File: src/rtl/gpx_pkg.sv
package gpx_pkg;
   localparam logic [7:0] ADR_IDENT = 8'h10;
   localparam logic [7:0] ADR_CTRL  = 8'h11;
   localparam logic [7:0] ADR_FUNC  = 8'h12;
   localparam logic [7:0] ADR_SRST  = 8'h7F;
   localparam int         CTRL_PP_BIT = 4;

   typedef enum logic [2:0] {
      BK_HOLE, BK_IN, BK_LVL, BK_DIR, BK_IDIS, BK_IDENT, BK_CTRL, BK_FUNC
   } bank_e;
endpackage

File: src/rtl/gpx_sync.sv
module gpx_sync #(
   parameter int WIDTH  = 16,
   parameter int STAGES = 2
) (
   input  logic             clk,
   input  logic             rst_n,
   input  logic [WIDTH-1:0] d,
   output logic [WIDTH-1:0] q
);
   if (STAGES < 2) begin : g_bad
      $error("gpx_sync needs at least two stages");
   end

   logic [STAGES-1:0][WIDTH-1:0] chain_q;

   always_ff @(posedge clk or negedge rst_n) begin
      if (!rst_n) chain_q <= '0;
      else        chain_q <= {chain_q[STAGES-2:0], d};
   end

   assign q = chain_q[STAGES-1];
endmodule

File: src/rtl/gpx_regfile.sv
module gpx_regfile
   import gpx_pkg::*;
#(
   parameter int         NUM_PORTS = 2,
   parameter int         DW        = 8,
   parameter logic [7:0] ID_VALUE  = 8'h23,
   localparam int        NPINS     = NUM_PORTS * DW,
   localparam int        IW        = (NUM_PORTS > 1) ? $clog2(NUM_PORTS) : 1
) (
   input  logic             clk,
   input  logic             rst_n,
   input  logic             wr,
   input  logic [7:0]       addr,
   input  logic [DW-1:0]    wdata,
   output logic [DW-1:0]    rdata,
   input  logic [NPINS-1:0] in_sync,
   output logic [NPINS-1:0] lvl,
   output logic [NPINS-1:0] dir,
   output logic [NPINS-1:0] idis,
   output logic [NPINS-1:0] func,
   output logic             ctrl_pp,
   output logic [1:0]       ctrl_isel
);
   if (4 * NUM_PORTS > 16 || DW != 8) begin : g_bad
      $error("gpx_regfile: map supports up to 4 ports of 8 bits");
   end

   localparam int BASE_IN   = 0;
   localparam int BASE_LVL  = NUM_PORTS;
   localparam int BASE_DIR  = 2 * NUM_PORTS;
   localparam int BASE_IDIS = 3 * NUM_PORTS;

   logic [NUM_PORTS-1:0][DW-1:0] lvl_q, dir_q, idis_q, func_q, in_arr;
   logic [DW-1:0]                ctrl_q;
   bank_e                        bank;
   logic [IW-1:0]                idx;
   logic                         soft_rst;

   always_comb begin
      bank = BK_HOLE;
      idx  = '0;
      for (int p = 0; p < NUM_PORTS; p++) begin
         if (addr == 8'(BASE_IN + p))   begin bank = BK_IN;   idx = IW'(p); end
         if (addr == 8'(BASE_LVL + p))  begin bank = BK_LVL;  idx = IW'(p); end
         if (addr == 8'(BASE_DIR + p))  begin bank = BK_DIR;  idx = IW'(p); end
         if (addr == 8'(BASE_IDIS + p)) begin bank = BK_IDIS; idx = IW'(p); end
         if (addr == ADR_FUNC + 8'(p))  begin bank = BK_FUNC; idx = IW'(p); end
      end
      if (addr == ADR_IDENT) bank = BK_IDENT;
      if (addr == ADR_CTRL)  bank = BK_CTRL;
   end

   assign soft_rst = wr && (addr == ADR_SRST) && (wdata == '0);

   always_ff @(posedge clk or negedge rst_n) begin
      if (!rst_n) begin
         lvl_q  <= '0;
         dir_q  <= '1;
         idis_q <= '1;
         func_q <= '1;
         ctrl_q <= '0;
      end else if (soft_rst) begin
         lvl_q  <= '0;
         dir_q  <= '1;
         idis_q <= '1;
         func_q <= '1;
         ctrl_q <= '0;
      end else if (wr) begin
         case (bank)
            BK_LVL:  lvl_q[idx]  <= wdata;
            BK_DIR:  dir_q[idx]  <= wdata;
            BK_IDIS: idis_q[idx] <= wdata;
            BK_FUNC: func_q[idx] <= wdata;
            BK_CTRL: ctrl_q      <= wdata;
            default: ;
         endcase
      end
   end

   assign in_arr = in_sync;

   always_comb begin
      case (bank)
         BK_IN:    rdata = in_arr[idx];
         BK_LVL:   rdata = lvl_q[idx];
         BK_DIR:   rdata = dir_q[idx];
         BK_IDIS:  rdata = idis_q[idx];
         BK_FUNC:  rdata = func_q[idx];
         BK_IDENT: rdata = ID_VALUE;
         BK_CTRL:  rdata = ctrl_q;
         default:  rdata = '0;
      endcase
   end

   assign lvl       = lvl_q;
   assign dir       = dir_q;
   assign idis      = idis_q;
   assign func      = func_q;
   assign ctrl_pp   = ctrl_q[CTRL_PP_BIT];
   assign ctrl_isel = ctrl_q[1:0];

   assert_soft_reset_R9: assert property (@(posedge clk) disable iff (!rst_n)
      soft_rst |=> (dir_q == '1 && lvl_q == '0 && idis_q == '1 && func_q == '1 && ctrl_q == '0));

   assert_hole_inert_R10: assert property (@(posedge clk) disable iff (!rst_n)
      (wr && bank == BK_HOLE && addr != ADR_SRST) |=>
         ($stable(lvl_q) && $stable(dir_q) && $stable(idis_q) && $stable(func_q) && $stable(ctrl_q)));

   assert_ident_ro_R6: assert property (@(posedge clk) disable iff (!rst_n)
      (wr && (bank == BK_IDENT || bank == BK_IN)) |=>
         ($stable(lvl_q) && $stable(dir_q) && $stable(idis_q) && $stable(func_q) && $stable(ctrl_q)));
endmodule

File: src/rtl/gpx_pad_drive.sv
module gpx_pad_drive #(
   parameter int NUM_PORTS = 2,
   parameter int DW        = 8,
   parameter int OD_PORTS  = 1,
   localparam int NPINS    = NUM_PORTS * DW
) (
   input  logic [NPINS-1:0] lvl,
   input  logic [NPINS-1:0] dir,
   input  logic             ctrl_pp,
   output logic [NPINS-1:0] pad_out,
   output logic [NPINS-1:0] pad_oe
);
   if (OD_PORTS > NUM_PORTS) begin : g_bad
      $error("gpx_pad_drive: more open-drain ports than ports");
   end

   for (genvar p = 0; p < NUM_PORTS; p++) begin : g_port
      logic [DW-1:0] l, d;
      assign l = lvl[p*DW +: DW];
      assign d = dir[p*DW +: DW];
      if (p < OD_PORTS) begin : g_od_capable
         assign pad_oe[p*DW +: DW]  = ~d & (ctrl_pp ? '1 : ~l);
         assign pad_out[p*DW +: DW] = ~d & (ctrl_pp ? l : '0);
      end else begin : g_push_pull
         assign pad_oe[p*DW +: DW]  = ~d;
         assign pad_out[p*DW +: DW] = ~d & l;
      end
   end
endmodule

File: src/rtl/gpx_bank.sv
module gpx_bank #(
   parameter int         NUM_PORTS   = 2,
   parameter int         DW          = 8,
   parameter int         OD_PORTS    = 1,
   parameter int         SYNC_STAGES = 2,
   parameter logic [7:0] ID_VALUE    = 8'h23,
   localparam int        NPINS       = NUM_PORTS * DW
) (
   input  logic             clk,
   input  logic             rst_n,
   input  logic             reg_wr,
   input  logic [7:0]       reg_addr,
   input  logic [DW-1:0]    reg_wdata,
   output logic [DW-1:0]    reg_rdata,
   input  logic [NPINS-1:0] pad_in,
   output logic [NPINS-1:0] pad_out,
   output logic [NPINS-1:0] pad_oe,
   output logic [NPINS-1:0] pin_gpio,
   output logic [NPINS-1:0] irq_disable,
   output logic [1:0]       drive_sel
);
   logic [NPINS-1:0] in_sync, lvl_w, dir_w;
   logic             ctrl_pp;

   gpx_sync #(.WIDTH(NPINS), .STAGES(SYNC_STAGES)) u_sync (
      .clk(clk), .rst_n(rst_n), .d(pad_in), .q(in_sync));

   gpx_regfile #(.NUM_PORTS(NUM_PORTS), .DW(DW), .ID_VALUE(ID_VALUE)) u_regs (
      .clk(clk), .rst_n(rst_n), .wr(reg_wr), .addr(reg_addr), .wdata(reg_wdata),
      .rdata(reg_rdata), .in_sync(in_sync), .lvl(lvl_w), .dir(dir_w),
      .idis(irq_disable), .func(pin_gpio), .ctrl_pp(ctrl_pp), .ctrl_isel(drive_sel));

   gpx_pad_drive #(.NUM_PORTS(NUM_PORTS), .DW(DW), .OD_PORTS(OD_PORTS)) u_drive (
      .lvl(lvl_w), .dir(dir_w), .ctrl_pp(ctrl_pp), .pad_out(pad_out), .pad_oe(pad_oe));

   assert_input_released_R2: assert property (@(posedge clk) disable iff (!rst_n)
      (dir_w & pad_oe) == '0);

   assert_od_never_high_R4: assert property (@(posedge clk) disable iff (!rst_n)
      !ctrl_pp |-> (pad_out[OD_PORTS*DW-1:0] == '0));

   assert_pp_port_drives_R3: assert property (@(posedge clk) disable iff (!rst_n)
      ((~dir_w[NPINS-1:OD_PORTS*DW]) & ~pad_oe[NPINS-1:OD_PORTS*DW]) == '0);
endmodule

File: config.mk
export PLATFORM = sky130hd
export DESIGN_NAME = gpx_bank
export DESIGN_NICKNAME = d
export VERILOG_FILES = /design/src/rtl/gpx_pkg.sv /design/src/rtl/gpx_sync.sv /design/src/rtl/gpx_regfile.sv /design/src/rtl/gpx_pad_drive.sv /design/src/rtl/gpx_bank.sv
export SDC_FILE = /design/constraint.sdc
export NUM_CORES = 1
export LEC_CHECK = 0
export ABC_AREA = 0
export BUFFER_PORTS_ARGS = -buffer_cell sky130_fd_sc_hd__clkbuf_2
export CORE_MARGIN = 4
export CORE_UTILIZATION = 45
export CTS_CLUSTER_DIAMETER = 100
export DETAILED_ROUTE_END_ITERATION = 8
export MAX_ROUTING_LAYER = met4
export PLACE_DENSITY = 0.69
export RECOVER_POWER = 50
export SETUP_SLACK_MARGIN = 0.5
export SLEW_MARGIN = 40
export SYNTH_ARGS = -nofsm -noshare
export SYNTH_HDL_FRONTEND = slang
export SYNTH_SLANG_ARGS = --single-unit
File: constraint.sdc
create_clock -name clk -period 3.03 [get_ports clk]
set_clock_uncertainty 0.1 [all_clocks]
set_input_delay 0.4545 -clock clk [delete_from_list [all_inputs] [get_ports clk]]
set_output_delay 0.4545 -clock clk [all_outputs]
set_load 0.005 [all_outputs]
After elaboration in Yosys (flattened, before gate mapping)

Index checks and enable logic that the tools add are counted.

Input bits: 35
Memory bits (read-only): 0
Output and inout bits: 74
Register bits: 104
Memories: 0
Memory bits (writable): 0
Word-level logic and storage cells: 105
Bits in latches: 0

Reduce and logical (&&, ||, !) cells: 16
Multipliers: 0
Eq/ne operators: 19
Bitwise operators: 6
Divide/modulo/power cells: 0
$add $sub $neg: 0
Shift operators: 0
Mux-type cells: 51
$lt $le $gt $ge: 2

Operators with widths:

| operator                                                              | number |
|---|---|
| 16-bit two-way mux                                                    | 12 |
| 8-bit two-way mux                                                     | 16 |
| 16-bit bitwise mux                                                    | 4 |
| 8-bit case mux with 7 select lines                                    | 1 |
| 3-bit two-way mux                                                     | 11 |
| 8-bit by 3-bit equality test with 1-bit output, second input constant | 4 |
| 8-bit by 5-bit equality test with 1-bit output, second input constant | 4 |
| 8-bit bitwise AND                                                     | 3 |
| 8-bit inverter                                                        | 3 |
| 8-bit by 2-bit equality test with 1-bit output, second input constant | 2 |
| 8-bit logical NOT                                                     | 2 |
| 3-bit equality test, second input constant                            | 4 |
| 2-bit nonzero test                                                    | 6 |
| 2-bit AND reduction                                                   | 5 |
| 8-bit demux with 1-bit select                                         | 1 |
| 8-bit by 1-bit equality test with 1-bit output, second input constant | 1 |
| 8-bit by 7-bit equality test with 1-bit output, second input constant | 1 |
| 3-bit by 2-bit equality test with 1-bit output, second input constant | 2 |
| 1-bit two-way mux                                                     | 6 |
| 3-bit by 1-bit equality test with 1-bit output, second input constant | 1 |
| 1-bit logical AND                                                     | 3 |
| 1-bit by 2-bit < comparator with 1-bit output, second input constant  | 1 |
| 1-bit greater-or-equal comparator, second input constant              | 1 |

Depth between registers and ports, before layout

Depth after elaboration: 17
Mapped depth: 8
Depth with buffers taken out: 5

Cells and area by module

A second synthesis with hierarchy kept.

Cell total of the unflattened synthesis: 397
Area total of the unflattened synthesis: 4893.4 um^2

By module, submodules not included:

| module        | times used | area each (um^2) | cells an instance | sequential area each (um^2) |
|---|---|---|---|---|
| gpx_regfile   | 1          | 3767.4           | 314               | 1861.8 |
| gpx_sync      | 1          | 920.9            | 48                | 800.8 |
| gpx_pad_drive | 1          | 205.2            | 35                | 0.0 |

Worst setup path before layout

Ideal clock, no wire load.

Kind: input to output
Start point: input port reg_addr[3]
End point: output port reg_rdata[2]
Stages: 6
Required time: 2.475 ns
Slack: 0.355 ns
Arrival: 2.120 ns
Buffers on the path: 1
Path through: nor4_4 -> o211a_1 -> buf_2 -> mux2i_1 -> o22ai_1 -> or4_1

Cells in the longest elaborated chain, start to end: 15
Elaborated cells on any way between the ends: 47
Classes of those cells: eq/ne: 18; mux: 28; reduce/logical: 1

RTL lines:

| item                                        | line              | text |
|---|---|---|
| from (decl)                                 | gpx_bank.sv:12    | `input logic [7:0] reg_addr,` |
| 8-bit logical NOT                           | gpx_regfile.sv:43 | `if (addr == 8'(BASE_IN + p)) begin bank = BK_IN; idx = IW'(p); end` |
| 1-bit two-way mux                           | gpx_regfile.sv:43 |  |
| 3-bit two-way mux                           | gpx_regfile.sv:44 | `if (addr == 8'(BASE_LVL + p)) begin bank = BK_LVL; idx = IW'(p); end` |
| 3-bit two-way mux                           | gpx_regfile.sv:45 | `if (addr == 8'(BASE_DIR + p)) begin bank = BK_DIR; idx = IW'(p); end` |
| 3-bit two-way mux                           | gpx_regfile.sv:46 | `if (addr == 8'(BASE_IDIS + p)) begin bank = BK_IDIS; idx = IW'(p); end` |
| 3-bit two-way mux                           | gpx_regfile.sv:47 | `if (addr == ADR_FUNC + 8'(p)) begin bank = BK_FUNC; idx = IW'(p); end` |
| 3-bit two-way mux                           | gpx_regfile.sv:43 |  |
| 3-bit two-way mux                           | gpx_regfile.sv:44 |  |
| 3-bit two-way mux                           | gpx_regfile.sv:45 |  |
| 3-bit two-way mux                           | gpx_regfile.sv:46 |  |
| 3-bit two-way mux                           | gpx_regfile.sv:47 |  |
| 3-bit two-way mux                           | gpx_regfile.sv:49 | `if (addr == ADR_IDENT) bank = BK_IDENT;` |
| 3-bit two-way mux                           | gpx_regfile.sv:50 | `if (addr == ADR_CTRL) bank = BK_CTRL;` |
| 3-bit equality test (tied with other cells) | gpx_regfile.sv:83 | `case (bank)` |
| 8-bit case mux with 7 select lines *        | gpx_regfile.sv:83 |  |
| to (decl)                                   | gpx_bank.sv:14    | `output logic [DW-1:0] reg_rdata,` |

Mark *: on every way between the ends. The rest lies on a longest branch, timed or not. The select of a mux whose other input is x is not followed.

Worst setup path in the final report

Start point: input port reg_addr[5]
End point: output port reg_rdata[3]

Same word-level chain as after synthesis.

==> summary.md <==
| Metric | Value |
|---|---|
| Met1 routing resource usage after global routing | 34.63% |
| Synth Register Bits | 104 |
| Adder-cell share of the synthesized area | 0% |
| Total wire length | 14350 µm |
| Root buf cell | sky130_fd_sc_hd__clkbuf_8 |
| Setup tns final | 0 ns |
| Initial core utilization | 47.02% |
| Top-area cell type share of the netlist area | 30.08% |
| Switching Share | 28.60% |
| Post-synthesis simple-gate area fraction | 12.84% |
| Slew at the pin with the worst max-slew slack | 2.411 ns |
| Maximum root-to-sink buffer count | 2 |
| Power consumption | 0.002817 W |
| Path depth of the worst reg2reg path | 2 |
| Layout Area Growth over Synthesis | 27.50% |
| Combinational share of power | 12.1% |
| Number of standard cells after synthesis | 397 |
| Post-synth net total | 432 |
| Number of nets in the layout | 563 |
| Filler cells | 870 |
| Post-synthesis compound-gate area fraction | 19.04% |
| RSZ-0062 raised after global routing | yes |
| # Max-Cap Violations | 1 |
| Via count | 3898 |
| Number of placed I/O pins | 109 |
| Multiplexer area fraction after synthesis | 7.734% |
| Grt total ovfl | 0 |
| Post-synthesis share of cell area spent on xor and xnor gates | 0% |
| Number of different library cells in the post-synthesis netlist | 47 |
| Final Max Tran Viols | 105 |
| Biggest fanout along the worst timing path | 5 |
| Leading cell type in the layout, fill and taps excluded | sky130_fd_sc_hd__clkbuf_2 |
| Clock sink count | 104 |
| Post-placement cell area | 5460 µm² |
| Number of buffers inserted by port buffering | 108 |
| Num CTS Buffers | 9 |
| CTS tree | done |
| Core outline area | 9910 µm² |
| Placed wire-length estimate | 10160 µm |
| Skew-Pair Late Insertion Delay | 0.38 ns |
| Static leakage power | 2.640 nW |
| End point of the worst hold path | u_sync.chain_q[6] |
| Source of the worst register-to-register timing path | u_regs.lvl[0] |
| DRC violation count after routing | 0 |
| Source of the worst hold timing path | pad_in[6] |
| GR Layer Usage met2 | 38.93% |
| Share of cells above drive strength 1 | 45.97% |
| FP Rows | 36 |
| Startpoint type of the worst setup path | primary input |
| Largest family of logic cells by synthesized area | compound AO/OA/AOI/OAI gates |
| Number of synthesized flops with an enable pin | 0 |
| Switching power of the nets | 0.0008055 W |
| Tmin final | 2.764 ns |
| Share of power burned in registers | 56.7% |
| Setup violation total in the final timing report | 0 |
| Worst Path Class, Setup | primary input to output port |
| Leading cell types in the layout, fill and taps excluded | 100 x sky130_fd_sc_hd__clkbuf_2, 56 x sky130_fd_sc_hd__dfrtp_1, 49 x sky130_fd_sc_hd__o22a_1, 45 x sky130_fd_sc_hd__dfstp_2, 39 x sky130_fd_sc_hd__nand2_1 |
| Post-route design area | 5941 µm² |
| ANT nets after route | 0 |
| Violations in the final reports | capacitance limit, slew limit |
| Number of detailed-route iterations in the first pass | 4 |
| Die X-Extent | 109.8 µm |
| Fmax | 361.8 MHz |
| Arrival @ worst endpoint | 2.21 ns |
| Post-synthesis average cell area | 11.74 µm² |
| Combined global-route utilization of all metal layers | 24.84% |
| Overall die area | 12050 µm² |
| Antenna diode count | 0 |
| Relative slew margins | -60.77% |
| Iter 0 DRT Violations | 325 |
| Worst reg2reg setup slack | 2.03 ns |
| Worst Hold Class | primary input to register |
| Max IR drop VDD | 0.2913 mV |
| Clock slew seen by the registers of the worst setup and hold paths | 0.12 ns |
| Number of vias per cell | 5.853 |
| Ys flop type | sky130_fd_sc_hd__dfrtp_1 |
| Post-synth top area cell | sky130_fd_sc_hd__dfrtp_1 |
| Seq/Total Area, Yosys | 57.14% |
| Internal power component | 0.002011 W |
| Fraction of met3 tracks used by global routing | 2.936% |
| Vertical die dimension | 109.8 µm |
| Critical path, cell by cell | buf_8, nor4_4, buf_12, o211a_4, mux2i_2, o22ai_1, or4_1, clkbuf_2 |
| Power per unit of standard cell area | 474.2 nW/µm² |
| Relative contribution of the clock network to total power | 31.3% |
| First-pass GRT wire length | 21330 µm |
| Area of the multi-input gates | 1969 µm² |
| Vias in the first global route | 3725 |
| CP Capture Type | output port |
| Count of final hold-check violations | 0 |
| Seq. cell area | 2663 µm² |
| Async S/R FF share, synth | 100.0% |
| Result of the run | finished with violations |
| Number of antenna violations at the first check in global routing | 0 |
| Most crowded layer after global routing | met2 |
| Required time of the critical path | 2.48 ns |
| Pin count of the biggest net entering global routing | 105 |
| Capture point of the worst reg-to-reg path | u_regs.lvl[0] |
| Total number of yosys warnings | 0 |
| Hold-fix buffers, CTS | 0 |
| Highest cell delay on the worst timing path | 0.43 ns |
| Period Utilization, post-route | 91.23% |
| Leading post-synthesis cells by cell area | sky130_fd_sc_hd__dfrtp_1 30%, sky130_fd_sc_hd__dfstp_2 27%, sky130_fd_sc_hd__o22a_1 9.2% |
| Routability congestion estimate | 0.9839 |
| Maximum level of the CTS H-tree | 3 |
| Detailed-route wire length per cell | 21.54 µm |
| Number of instances on the worst hold path | 1 |
| Post-synthesis instance area | 4659 µm² |
| Critical path's slowest cell | sky130_fd_sc_hd__or4_1 |
-- how the worst max path moves through the flow --
stage                       endpoint  depth (start not counted)         from  slack (ns)
global placement        reg_rdata[7]                          8  reg_addr[6]        0.07
CTS                     reg_rdata[3]                          8  reg_addr[6]        0.29
finish                  reg_rdata[3]                          8  reg_addr[5]        0.27
global route        u_regs.ctrl_q[3]                          2        rst_n        0.13
detailed placement      reg_rdata[7]                          8  reg_addr[6]        0.07
floorplan               reg_rdata[2]                          6  reg_addr[6]        0.48
-- stage by stage --
step	std cells	worst slack (ns)	hold WS, ns	utilization, %
3_3_place_gp	637	0.06763	0.2340	55.10
5_1_grt	666	0.1299	0.05601	59.95
3_5_place_dp	637	0.07136	0.2347	55.10
2_1_floorplan	397	0.4778	0.05891	-
6_report	666	0.2658	0.06856	59.95
4_1_cts	664	0.2886	0.04807	58.99
-- layer usage --
metal,vias to the layer above,wire length (µm)
li1,1733,-
met2,177,6831
met3,25,978
met1,1963,6267
met5,-,0
met4,0,270
-- flip-flops by register name, indices dropped and copies added, names as in the netlist --
| signal | flops |
|---|---|
| u_regs.lvl | 16 |
| u_sync.q | 16 |
| u_regs.func | 16 |
| u_regs.ctrl_q | 8 |
| u_regs.dir | 16 |
| u_regs.idis | 16 |
| u_sync.chain_q | 16 |
-- kinds of logic (layout without fill, tap and decap cells) --
family	Yosys count	after routing
multiplexers	32	32
AND/OR/NAND/NOR	109	109
buffers and inverters	35	171
AO/OA/AOI/OAI	117	117
flip-flops	104	104
-- power by group through the flow --
stage | Clock [W] | Sequential (W) | Combinational (W)
floorplan | 0 | 0.00160 | 0.000153
global placement | 0 | 0.00162 | 0.000313
detailed placement | 0 | 0.00162 | 0.000319
CTS | 0.000895 | 0.00159 | 0.000336
global route | 0.000952 | 0.00161 | 0.000372
finish | 0.000881 | 0.00160 | 0.000339
-- synthesized netlist by cell type (2+ instances only) --
master	count
sky130_fd_sc_hd__a21oi_1	25
sky130_fd_sc_hd__a22o_1	14
sky130_fd_sc_hd__a22oi_1	2
sky130_fd_sc_hd__a31oi_1	2
sky130_fd_sc_hd__buf_1	2
sky130_fd_sc_hd__buf_2	4
sky130_fd_sc_hd__buf_4	2
sky130_fd_sc_hd__clkbuf_1	16
sky130_fd_sc_hd__dfrtp_1	56
sky130_fd_sc_hd__dfstp_2	48
sky130_fd_sc_hd__inv_1	10
sky130_fd_sc_hd__mux2_2	12
sky130_fd_sc_hd__mux2i_1	18
sky130_fd_sc_hd__mux4_2	2
sky130_fd_sc_hd__nand2_1	43
sky130_fd_sc_hd__nand2b_1	3
sky130_fd_sc_hd__nand3_1	8
sky130_fd_sc_hd__nor2_1	12
sky130_fd_sc_hd__nor2b_1	10
sky130_fd_sc_hd__nor3_1	2
sky130_fd_sc_hd__nor3b_1	7
sky130_fd_sc_hd__nor4_4	2
sky130_fd_sc_hd__nor4b_1	2
sky130_fd_sc_hd__nor4bb_1	2
sky130_fd_sc_hd__o211a_1	2
sky130_fd_sc_hd__o21a_1	2
sky130_fd_sc_hd__o21ai_0	7
sky130_fd_sc_hd__o21ai_1	2
sky130_fd_sc_hd__o22a_1	49
sky130_fd_sc_hd__o22ai_1	5
sky130_fd_sc_hd__or3_1	2
sky130_fd_sc_hd__or4_1	9
-- layout make-up --
type	instances	area share (%)
Tap cell	133	2.801
Sequential cell	104	44.82
Clock buffer	9	2.085
Timing Repair Buffer	145	15.14
Inverter	10	0.6318
Clock inverter	7	1.369
Multi-Input combinational cell	258	33.15
-- what timing repair did --
item | in CTS | in global routing
buffers inserted | 11 | 2
pin swaps | 4 | 9
gates cloned | 0 | 0
endpoints found under the setup margin | 8 | 8
gates resized for setup | 21 | 25
-- critical path: cells and delay by family --
family,cells,cell delay [ns]
and+or+nand+nor,2,0.74
buffers and inverters,3,0.40
AOI/OAI and AO/OA,2,0.33
muxes,1,0.27
Note: power is estimated with default switching activity, not from simulation.
